### src/rtl/irq_vector_ctrl.sv
module irq_vector_ctrl #(
  parameter int N_SRC = 32,
  parameter logic [N_SRC-1:0] EDGE_SENSE = '0
) (
  input  logic             clk,
  input  logic             rst_n,
  input  logic [N_SRC-1:0] irq_in,
  input  logic [4:0]       bus_addr,
  input  logic             bus_wr,
  input  logic             bus_rd,
  input  logic [31:0]      bus_wdata,
  output logic [31:0]      bus_rdata,
  output logic             irq_out
);

  localparam logic [2:0] A_STAT = 3'd0, A_PEND = 3'd1, A_ENAB = 3'd2, A_ACK = 3'd3,
                         A_SET  = 3'd4, A_CLR  = 3'd5, A_VEC  = 3'd6, A_MAST = 3'd7;

  logic [N_SRC-1:0] status, enable, prev, req, pending, ack_mask;
  logic [1:0]       master;
  logic [31:0]      vec, rd_mux;
  logic [2:0]       word;
  logic             aligned;

  assign word     = bus_addr[4:2];
  assign aligned  = bus_addr[1:0] == 2'b00;
  assign req      = (irq_in & ~EDGE_SENSE) | (irq_in & ~prev & EDGE_SENSE);
  assign ack_mask = (bus_wr && aligned && word == A_ACK) ? bus_wdata[N_SRC-1:0] : '0;
  assign pending  = status & enable;
  assign irq_out  = (|pending) && (master == 2'b11);

  always_comb begin
    vec = 32'hFFFF_FFFF;
    for (int i = N_SRC - 1; i >= 0; i--)
      if (pending[i]) vec = 32'(i);
  end

  always_comb begin
    rd_mux = '0;
    if (aligned)
      case (word)
        A_STAT:  rd_mux = 32'(status);
        A_PEND:  rd_mux = 32'(pending);
        A_ENAB:  rd_mux = 32'(enable);
        A_VEC:   rd_mux = vec;
        A_MAST:  rd_mux = 32'(master);
        default: rd_mux = '0;
      endcase
  end

  always_ff @(posedge clk) begin
    if (!rst_n) begin
      status    <= '0;
      enable    <= '0;
      prev      <= '0;
      master    <= '0;
      bus_rdata <= '0;
    end else begin
      prev   <= irq_in;
      status <= (status & ~ack_mask) | req;
      if (bus_wr && aligned)
        case (word)
          A_ENAB:  enable <= bus_wdata[N_SRC-1:0];
          A_SET:   enable <= enable | bus_wdata[N_SRC-1:0];
          A_CLR:   enable <= enable & ~bus_wdata[N_SRC-1:0];
          A_MAST:  master <= bus_wdata[1:0];
          default: ;
        endcase
      if (bus_rd) bus_rdata <= rd_mux;
    end
  end

  assert_set_enable_R4: assert property (@(posedge clk) disable iff (!rst_n)
    (bus_wr && aligned && word == A_SET) |=> enable == ($past(enable) | $past(bus_wdata[N_SRC-1:0])));

  assert_clr_enable_R4: assert property (@(posedge clk) disable iff (!rst_n)
    (bus_wr && aligned && word == A_CLR) |=> enable == ($past(enable) & ~$past(bus_wdata[N_SRC-1:0])));

  assert_ack_clears_R2: assert property (@(posedge clk) disable iff (!rst_n)
    (bus_wr && aligned && word == A_ACK) |=> (status & $past(bus_wdata[N_SRC-1:0]) & ~$past(req)) == '0);

  assert_status_holds_R1: assert property (@(posedge clk) disable iff (!rst_n)
    rst_n |=> ($past(status) & ~status & ~$past(ack_mask)) == '0);

  assert_master_gate_R6: assert property (@(posedge clk) disable iff (!rst_n)
    (bus_wr && aligned && word == A_MAST && bus_wdata[1:0] != 2'b11) |=> !irq_out);

  assert_wo_reads_zero_R8: assert property (@(posedge clk) disable iff (!rst_n)
    (bus_rd && (!aligned || word == A_ACK || word == A_SET || word == A_CLR)) |=> bus_rdata == '0);

  assert_vector_range_R7: assert property (@(posedge clk) disable iff (!rst_n)
    (bus_rd && aligned && word == A_VEC && pending != '0) |=> bus_rdata < 32'(N_SRC));

endmodule

### config.mk
export PLATFORM = sky130hd
export DESIGN_NAME = irq_vector_ctrl
export DESIGN_NICKNAME = d
export VERILOG_FILES = /design/src/rtl/irq_vector_ctrl.sv
export SDC_FILE = /design/constraint.sdc
export NUM_CORES = 1
export LEC_CHECK = 0
export BUFFER_PORTS_ARGS = -buffer_cell sky130_fd_sc_hd__buf_2
export CAP_MARGIN = 20
export CORE_MARGIN = 10
export CORE_UTILIZATION = 59
export DETAILED_ROUTE_END_ITERATION = 12
export PLACE_DENSITY_LB_ADDON = 0.08
export SLEW_MARGIN = 0
export SYNTH_ARGS = -nofsm -noshare
export SYNTH_HDL_FRONTEND = slang
export SYNTH_SLANG_ARGS = --single-unit
### constraint.sdc
create_clock -name clk -period 5 [get_ports clk]
set_clock_uncertainty 0.2 [all_clocks]
set_input_delay 0.75 -clock clk [delete_from_list [all_inputs] [get_ports clk]]
set_output_delay 0.75 -clock clk [all_outputs]
set_load 0.05 [all_outputs]
==> flow_metrics.tcl, run 1 <==
set metrics [dict create \
    timing.rr.end "bus_rdata[28]" \
    tightest_slew_ns 1.029 \
    die_w_um 111.1 \
    min_from "bus_rdata[3]" \
    synthMuxAreaShare 0.004089 \
    drv_slew 0 \
    fillers 730 \
    r2r_start "status[19]" \
    nNetsFinal 797 \
    cts_max_level 3 \
    syn_to_final_growth_pct 15.26 \
    cp.arrival_ns 2.18 \
    layout_common_cells "buf_2, dfxtp_1, a21oi_1" \
    post-cts-setup-buffer-count 0 \
    wl_per_cell_um 18.68 \
    tritoncts "done" \
    synth_area_leaders "dfxtp_1, a21oi_1, o21ai_0" \
    yosys.cell_types.count 40 \
    pwr-share-seq 0.540 \
    peakVddDrop_mv 0.1826 \
    cp.required_ns 4.05 \
    antenna_left 0 \
    end_kind "output pin" \
    grt_pass1_vias 5071 \
    syn_avg_cell_area_um2 7.614 \
    ios 106 \
    dpl.hpwl_um 10540 \
    rows 33 \
    finalWorstSetupSlack_ns 1.874 \
    async_reset_ff_frac 0 \
    cts-root-buf "clkbuf_8" \
    numCtsBuffers 9 \
    ys_warn_count 0 \
    fin_util 0.6937 \
    drc 0 \
    setup_viol 0 \
    final.period_utilization 0.6253 \
    max_slew_margin 0.3133 \
    drt_iter0_drc 403 \
    path_class "reg2out" \
    place_congestion 0.8693 \
    ys_ff_latch 98 \
    cp_slowest_cell "or3_1" \
    netlist_instances 643 \
    first_pass_iters 6 \
    die_area_um2 12340 \
    worst_skew_pair.late_latency_ns 0.37 \
    grt_overflow 0 \
    placement.io_buffers 105 \
    final_common_cell "buf_2" \
    clockPowerShare 0.349 \
    synth_compound_area_frac 0.3703 \
    comb_power_share 0.111 \
    crit_chain "a22oi_1 -> nand4_1 -> or3_1 -> o211a_1 -> buf_2" \
    fin_cells 834 \
    start_util 0.6019 \
    vias_per_cell 6.155 \
    fmax_mhz 319.9 \
    start_kind "flop" \
    die_h_um 111.1 \
    synth_top_area_frac 0.4007 \
    power_mw 1.554 \
    synth-main-ff-cell "dfxtp_1" \
    drv_cap 0 \
    antennaDiodeCount 0 \
    cts_hold_buf 0 \
    cts.clk_slew.worst_paths_ns 0.11 \
    ff2ff_setup_slack_ns 2.11 \
    stdcell_area_um2 5643 \
    rr_worst_depth 5 \
    drive_above_1_share 0.1838 \
    drt_wl_total_um 15580 \
    rsz0062_at_grt "no" \
    syn_nets 716 \
    synth-edff-count 0 \
    switching_share 0.2817 \
    critPathMaxStageDelay_ns 0.43 \
    p_leak_nw 2.153 \
    dp.cells 818 \
    clk_path_buf_depth 2 \
    outcome "finished clean" \
    grt_max_degree 66 \
    hold_viol 0 \
    synth_simple_gate_area_frac 0.1820 \
    synthAdderAreaFrac 0 \
    pre_cts_slack_ns 1.746 \
    hold_end "bus_rdata[3]" \
    p_int_mw 1.116 \
    holdPathStages 2 \
    num_vias 5133 \
    grt_pass1_wl_um 25300 \
    p_switching_mw 0.4377 \
    clock_sinks 98 \
    ys_seq_area_frac 0.4007 \
    synth_top_family_by_area "compound AO/OA/AOI/OAI gates" \
    netlist_area_um2 4896 \
    cellPowerDensity_nw_per_um2 275.3 \
    hold_class "reg2reg" \
    grt_use_total 0.2401 \
    worst-path-buf-inv 1 \
    placed_area_um2 5435 \
    final.setup.tns_ns 0 \
    holdWs_ns 0.3092 \
    synthXorXnorAreaFrac 0 \
    cp_max_fo 5 \
    yosys.area.top_type "dfxtp_1" \
    core_area_um2 8134 \
    critPathTopFamily "simple AND/OR/NAND/NOR gates" \
    antenna_found_initial 0 \
    cts_resized 0 \
    period_minus_slack_ns 3.126 \
]
## power by group through the flow
stage	registers (mW)	clock network, mW	logic, mW
2_1_floorplan	0.852	0	0.0970
3_3_place_gp	0.853	0	0.163
3_5_place_dp	0.854	0	0.171
4_1_cts	0.837	0.547	0.171
5_1_grt	0.842	0.571	0.190
6_report	0.839	0.542	0.173
## final cells by class
| class | instances | area (um^2) | share of cell area |
|---|---|---|---|
| multi-input combinational | 497 | 2730 | 0.4838 |
| sequential | 98 | 1962 | 0.3477 |
| timing repair buffer | 115 | 600.6 | 0.1064 |
| tap | 105 | 131.4 | 0.02328 |
| clock buffer | 9 | 123.9 | 0.02195 |
| clock inverter | 7 | 83.83 | 0.01486 |
| inverter | 3 | 11.26 | 0.001996 |
## cells by family after synthesis
kind of cell    Yosys count
buf+inv                  48
mux                       2
simple gates            193
compound gates          302
flops                    98
## worst max path at each step
stage,cells after the start,end,start,slack [ns]
after floorplan,4,irq_out,status[29],2.55
after global placement,7,bus_rdata[31],bus_addr[3],1.86
after detailed placement,5,bus_rdata[9],bus_addr[3],1.75
after CTS,5,irq_out,status[19],1.88
after global routing,5,irq_out,status[9],1.77
final,5,irq_out,status[19],1.87
## sequential cells by signal, summed over array words and instances (netlist names)
register	cells
master	2
bus_rdata	32
status	32
enable	32
## synth_stat cells (2+ instances only)
library cell and count:
dfxtp_1 98, a21oi_1 97, nand2_1 89, o21ai_0 74, clkbuf_1 41, nor2_1 39
nor2b_1 37, a21boi_0 33, o21a_1 33, o21ai_1 20, a22oi_1 12, nand3_1 7
nand4_1 7, a31oi_1 6, a22o_1 5, o211ai_1 5, a211oi_1 3, a32oi_1 3
inv_1 3, nand3b_1 3, nor3b_1 3, a222oi_1 2, a32o_1 2, and4_1 2
buf_8 2, mux2i_1 2, or3_1 2
## per-layer routing
metal	up-vias	GRT usage	share of wire
li1	2468	-	-
met1	2398	0.3055	0.43
met2	242	0.3947	0.47
met3	25	0.04870	0.077
met4	0	0.08141	0.017
met5	-	0	0
## tightest hold or removal path, cell delays in order, from the launching register on
cell	delay, ns
dfxtp_1	0.34
nand2_1	0.06
o22ai_1	0.07
Power figures use the tool's default switching activity.
==> run 2, diff against run 1 <==
--- a/config.mk
+++ b/config.mk
@@ -5,10 +5,11 @@
 export SDC_FILE = /design/constraint.sdc
 export NUM_CORES = 1
 export LEC_CHECK = 0
+export ABC_AREA = 1
 export BUFFER_PORTS_ARGS = -buffer_cell sky130_fd_sc_hd__buf_2
 export CAP_MARGIN = 20
 export CORE_MARGIN = 10
-export CORE_UTILIZATION = 59
+export CORE_UTILIZATION = 49
 export DETAILED_ROUTE_END_ITERATION = 12
 export PLACE_DENSITY_LB_ADDON = 0.08
 export SLEW_MARGIN = 0
==> constraint.sdc (replaced) <==
create_clock -name clk -period 2.7 [get_ports clk]
set_clock_uncertainty 0.2 [all_clocks]
set_input_delay 0.405 -clock clk [delete_from_list [all_inputs] [get_ports clk]]
set_output_delay 0.405 -clock clk [all_outputs]
set_load 0.05 [all_outputs]
==> run 2 against run 1 <==
Sequential cell count is the same. Critical path depth grew 2. Largest cell class unchanged. Non-clock buffer count grew 7. Synthesized cell count grew 9.0%. Critical path type unchanged. Via count is essentially flat. Power grew 83%. Sequential power grew 82%. Core utilization shrank 8.8 points. First-iteration DRC count grew 4.0%. Global-route usage shrank 3.5 points. Design area grew 0.13%.
==> flow_metrics.tcl, run 2 <==
set metrics [dict create \
    die_h_um 118.2 \
    rsz0062_at_grt "yes" \
    top_usage_layer "met2" \
    met1_usage 0.2677 \
    cts.clk_slew.worst_paths_ns 0.10 \
    netlist_area_um2 4721 \
    end_kind "output pin" \
    drv_slew 0 \
    dpl.hpwl_um 10080 \
    grt_max_degree 98 \
    place_congestion 0.8010 \
    timing.critical_path.to "irq_out" \
    outcome "finished clean" \
    top_regs "bus_rdata x32, enable x32, status x32" \
    cp.arrival_ns 1.95 \
    vias_per_cell 5.535 \
    synth-edff-count 0 \
    core_area_um2 9328 \
    hold_viol 0 \
    yosys.area.top_type "dfxtp_1" \
    start_util 0.5061 \
    grtUsageMet3 0.05854 \
    synth_top_area_frac 0.4156 \
    synth-main-ff-cell "dfxtp_1" \
    critical_path.startpoint "status[15]" \
    layout_common_cells "nand2_1, buf_2, a21oi_1" \
    cp_max_fo 3 \
    drv_cap 0 \
    ff2ff_setup_slack_ns 0.31 \
    synth_common_cells "nand2_1, a21oi_1, nor2_1" \
    cp.required_ns 2.10 \
    ys_warn_count 0 \
    nNetsFinal 865 \
    p_leak_nw 2.433 \
    grt_use_met2 0.3268 \
    power_mw 2.847 \
    grt_pass1_wl_um 24290 \
    yosysMostFrequentCell "nand2_1" \
    rr_worst_depth 34 \
    hold_class "in2reg" \
    grt_use_total 0.2049 \
    drt_wl_total_um 14640 \
    antenna_found_initial 1 \
    cts_hold_buf 0 \
    clock_sinks 98 \
    final_common_cell "nand2_1" \
    num_vias 5131 \
    die_w_um 118.2 \
    multi_input_area_um2 2604 \
    worst_skew_pair.late_latency_ns 0.37 \
    fillers 916 \
    ios 106 \
    rows 35 \
    antenna_left 0 \
    fin_util 0.6058 \
    syn_to_final_growth_pct 19.69 \
    setup_viol 0 \
    yosys.cell_types.count 26 \
    tritoncts "done" \
    cellPowerDensity_nw_per_um2 503.9 \
    numCtsBuffers 9 \
    ys_seq_area_frac 0.4156 \
    timing.rr.end "bus_rdata[0]" \
    seqCellArea_um2 1967 \
    path_class "reg2out" \
    netlist_instances 701 \
    tightest_slew_ns 0.7372 \
    cts_max_level 3 \
    r2r_start "enable[29]" \
    max_slew_margin 0.5049 \
    async_reset_ff_frac 0 \
    ys_ff_latch 98 \
    drive_above_1_share 0.2296 \
    clk_path_buf_depth 2 \
    first_pass_iters 5 \
    cts-root-buf "clkbuf_8" \
    synth_area_leaders "dfxtp_1, nand2_1, a21oi_1" \
    grt_overflow 0 \
    drt_iter0_drc 419 \
    placement.io_buffers 105 \
    start_kind "flop" \
    syn_avg_cell_area_um2 6.734 \
    die_area_um2 13960 \
    fmax_mhz 391.2 \
    wl_per_cell_um 15.79 \
    syn_nets 774 \
    grt_pass1_vias 4958 \
    drc 0 \
    final.period_utilization 0.9467 \
    peakVddDrop_mv 0.2259 \
    period_minus_slack_ns 2.556 \
]
run 2: changes by cell type after synthesis, moves of 21 or more:
| cell | delta |
|---|---|
| o21a_1 | -33 |
| a21boi_0 | -33 |
| nand2_1 | +106 |
| nor2b_1 | -37 |
| nand2_2 | +21 |
| nor2_1 | +60 |
| nand3_1 | +38 |
| o21ai_0 | -73 |
run 2: final cells by class:
cell class | count | share of cell area
multi-input combinational | 546 | 0.4608
sequential | 98 | 0.3481
timing repair buffer | 122 | 0.1178
tap | 129 | 0.02857
clock buffer | 11 | 0.02325
clock inverter | 5 | 0.01107
inverter | 15 | 0.009965
antenna | 1 | 0.0004429
run 2: cells by family (layout without fill, tap and decap cells):
logic type | Yosys count | count (layout) | share of synthesized area
other | 0 | 1 | 0
AOI/OAI and AO/OA | 176 | 176 | 0.2134
and+or+nand+nor | 370 | 370 | 0.3255
DFF | 98 | 98 | 0.4156
buffers and inverters | 57 | 153 | 0.04559
run 2: power by group:
group / total (mW) / leakage, nW / switching (mW) / internal (mW)
registers: 1.53 / 0.802 / 0.0427 / 1.49
clock network: 0.970 / 0.0902 / 0.535 / 0.435
logic: 0.342 / 1.54 / 0.222 / 0.120
total: 2.85 / 2.43 / 0.800 / 2.05
run 2: worst min-delay path by stage:
stage	slack, ns	from	endpoint	cells after the start
finish	0.03	irq_in[24]	status[24]	3
global route	0.03	irq_in[25]	status[25]	3
CTS	0.03	irq_in[18]	status[18]	3
detailed placement	0.26	bus_rdata[23]	bus_rdata[23]	2
global placement	0.25	bus_rdata[26]	bus_rdata[26]	2
floorplan	0.24	master[0]	master[0]	2
run 2: critical path: stages, from the launching register on:
cell     delay (ns)
dfxtp_1        0.35
nand2_2        0.10
nand2_1        0.12
nor4_4         0.32
nand3_1        0.19
nor4_4         0.21
nor2_1         0.07
buf_2          0.21
run 2: what timing repair did:
item | 4_1_cts | 5_1_grt
setup buffers | 0 | 2
resized for setup | 1 | 11
endpoints found under the setup margin | 1 | 2
pin swaps | 0 | 3
run 2: through the flow:
stage	hold WS (ns)	instances	TNS (ns)	worst slack, ns	instance area, um^2
after floorplan	0.2370	701	0	0.5177	4721
after global placement	0.2507	908	0	0.3029	5394
after detailed placement	0.2560	908	0	0.2636	5394
after CTS	0.02806	924	0	0.004767	5594
after global routing	0.02778	926	-0.1696	-0.1685	5648
final	0.02720	927	0	0.1438	5650
run 2: routing by layer:
| metal | share of wire | vias up |
|---|---|---|
| met5 | 0 | - |
| met4 | 0.011 | 0 |
| met3 | 0.082 | 19 |
| met2 | 0.45 | 196 |
| met1 | 0.45 | 2376 |
| li1 | - | 2540 |
==> run 3, diff against run 2 <==
--- a/config.mk
+++ b/config.mk
@@ -8,8 +8,10 @@
 export ABC_AREA = 1
 export BUFFER_PORTS_ARGS = -buffer_cell sky130_fd_sc_hd__buf_2
 export CAP_MARGIN = 20
+export CELL_PAD_IN_SITES_DETAIL_PLACEMENT = 1
+export CELL_PAD_IN_SITES_GLOBAL_PLACEMENT = 1
 export CORE_MARGIN = 10
-export CORE_UTILIZATION = 49
+export CORE_UTILIZATION = 34
 export DETAILED_ROUTE_END_ITERATION = 12
 export PLACE_DENSITY_LB_ADDON = 0.08
 export SLEW_MARGIN = 0
==> run 3 against run 2 <==
Largest power group unchanged. Count of clock-buffer cells in the layout rose by 2. Worst hold slack improved by 0.029 ns. Sequential share of layout area fell by 0.92 points. Register-to-register slack got worse by 0.06 ns. Core utilization fell by 17 points. Highest routed layer unchanged. Fmax rose by 0.60%. Global-route usage fell by 1.5 points. Non-clock buffer count rose by 2. Via count rose by 1.8%. Critical endpoint unchanged.
==> flow_metrics.tcl, run 3 (synthesized netlist as in run 2, its figures left out) <==
set metrics [dict create \
    outcome "finished clean" \
    worst_skew_pair.late_latency_ns 0.35 \
    p_leak_nw 2.488 \
    cp.required_ns 2.10 \
    peakVddDrop_mv 0.2785 \
    r2r_start "enable[30]" \
    final_common_cell "nand2_1" \
    cp_max_fo 3 \
    min_from "irq_in[9]" \
    final.period_utilization 0.9411 \
    layout_common_cells "nand2_1, buf_2, a21oi_1" \
    timing.rr.end "bus_rdata[0]" \
    numCtsBuffers 9 \
    place_congestion 0.8087 \
    dpl.hpwl_um 12300 \
    clock_sinks 98 \
    die_h_um 137.8 \
    cts-root-buf "clkbuf_16" \
    grt_overflow 0 \
    hold_end "status[9]" \
    drc 0 \
    period_minus_slack_ns 2.541 \
    grt_pass1_wl_um 28660 \
    drv_slew 0 \
    rr_worst_depth 35 \
    clk_path_buf_depth 2 \
    cts_max_level 3 \
    antennaDiodeCount 0 \
    syn_to_final_growth_pct 23.24 \
    grt_use_total 0.1903 \
    stdcell_area_um2 5818 \
    final.setup.tns_ns 0 \
    antenna_left 0 \
    core_area_um2 13400 \
    tritoncts "done" \
    cts.clk_slew.worst_paths_ns 0.07 \
    hold_class "in2reg" \
    cellPowerDensity_nw_per_um2 539.4 \
    drt_iter0_drc 214 \
    rsz0062_at_grt "yes" \
    die_w_um 137.8 \
    vias_per_cell 5.363 \
    placed_area_um2 5473 \
    drt_wl_total_um 17910 \
    placement.io_buffers 105 \
    setup_viol 0 \
    rows 42 \
    wl_per_cell_um 18.39 \
    holdPathStages 3 \
    start_util 0.3523 \
    ff2ff_setup_slack_ns 0.25 \
    hold_viol 0 \
    ios 106 \
    antenna_found_initial 0 \
    drv_cap 0 \
    fmax_mhz 393.5 \
    num_vias 5224 \
    seqCellArea_um2 1972 \
    drive_above_1_share 0.2331 \
    fillers 1772 \
    start_kind "flop" \
    end_kind "output pin" \
    max_slew_margin 0.5117 \
    nNetsFinal 867 \
    grt_pass1_vias 5494 \
    multi_input_area_um2 2604 \
    top_regs "bus_rdata x32, enable x32, status x32" \
    cp.arrival_ns 1.94 \
    path_class "reg2out" \
    die_area_um2 19000 \
    first_pass_iters 4 \
    tightest_slew_ns 0.7313 \
    grt_max_degree 98 \
]
run 3: cell count changes in the layout (fill, tap and decap cells not counted):
cell,before,now
clkbuf_16,0,9
clkbuf_8,9,2
dfxtp_1,94,92
buf_12,1,2
buf_4,16,17
bufinv_16,1,0
clkinv_2,0,1
clkinv_4,1,0
clkinvlp_4,2,1
dfxtp_2,4,5
dfxtp_4,0,1
diode_2,1,0
inv_6,1,0
run 3: where the power goes:
group | switching (mW) | total, mW | internal, mW
Sequential | 0.0462 | 1.54 | 1.49
Combinational | 0.236 | 0.359 | 0.122
Clock | 0.571 | 1.24 | 0.671
run 3: worst max-delay path: stages, from the launching register on:
cell and delay (ns):
dfxtp_1 0.33, nand2_1 0.11, nand2_1 0.13, nor4_4 0.31
nand3_1 0.19, nor4_4 0.22, nor2_1 0.07, buf_2 0.21
run 3: metal layers:
metal	part of all wire	wire (um)	track usage	up-vias
met2	0.49	8779	0.3246	115
li1	-	-	-	2539
met5	0	0	0	-
met1	0.45	8021	0.2432	2556
met3	0.051	906	0.02804	14
met4	0.011	206	0.05388	0
run 3: worst max path at each step:
stage / start / to / slack [ns] / depth (start not counted)
3_3_place_gp: enable[30] / bus_rdata[0] / 0.30 / 35
6_report: status[13] / irq_out / 0.16 / 7
2_1_floorplan: enable[30] / bus_rdata[0] / 0.52 / 35
4_1_cts: status[15] / irq_out / 0.1 / 7
3_5_place_dp: status[13] / bus_rdata[29] / 0.13 / 10
5_1_grt: enable[30] / bus_rdata[0] / -0.12 / 35
run 3: stage by stage:
stage / instances / worst slack, ns / util / power (mW) / hold WS, ns
2_1_floorplan: 701 / 0.5177 / - / 1.750 / 0.2370
3_5_place_dp: 956 / 0.1322 / 0.4084 / 1.921 / 0.2577
6_report: 974 / 0.1590 / 0.4342 / 3.138 / 0.05665
4_1_cts: 971 / 0.09560 / 0.4297 / 3.149 / 0.05077
5_1_grt: 974 / -0.1220 / 0.4342 / 3.249 / 0.06911
3_3_place_gp: 956 / 0.2958 / 0.4084 / 1.906 / 0.2514
run 3: layout make-up:
type | count | share of cell area
clock inverter | 2 | 0.002151
tap | 176 | 0.03785
clock buffer | 13 | 0.04473
inverter | 15 | 0.009677
sequential | 98 | 0.3389
multi-input combinational | 546 | 0.4475
timing repair buffer | 124 | 0.1191
run 3: timing repair:
action | in CTS | in global routing
setup endpoints to repair | 1 | 2
gates resized for setup | 2 | 13
setup buffers | 0 | 3
pin swaps | 0 | 3
hold buffers | 0 | 0
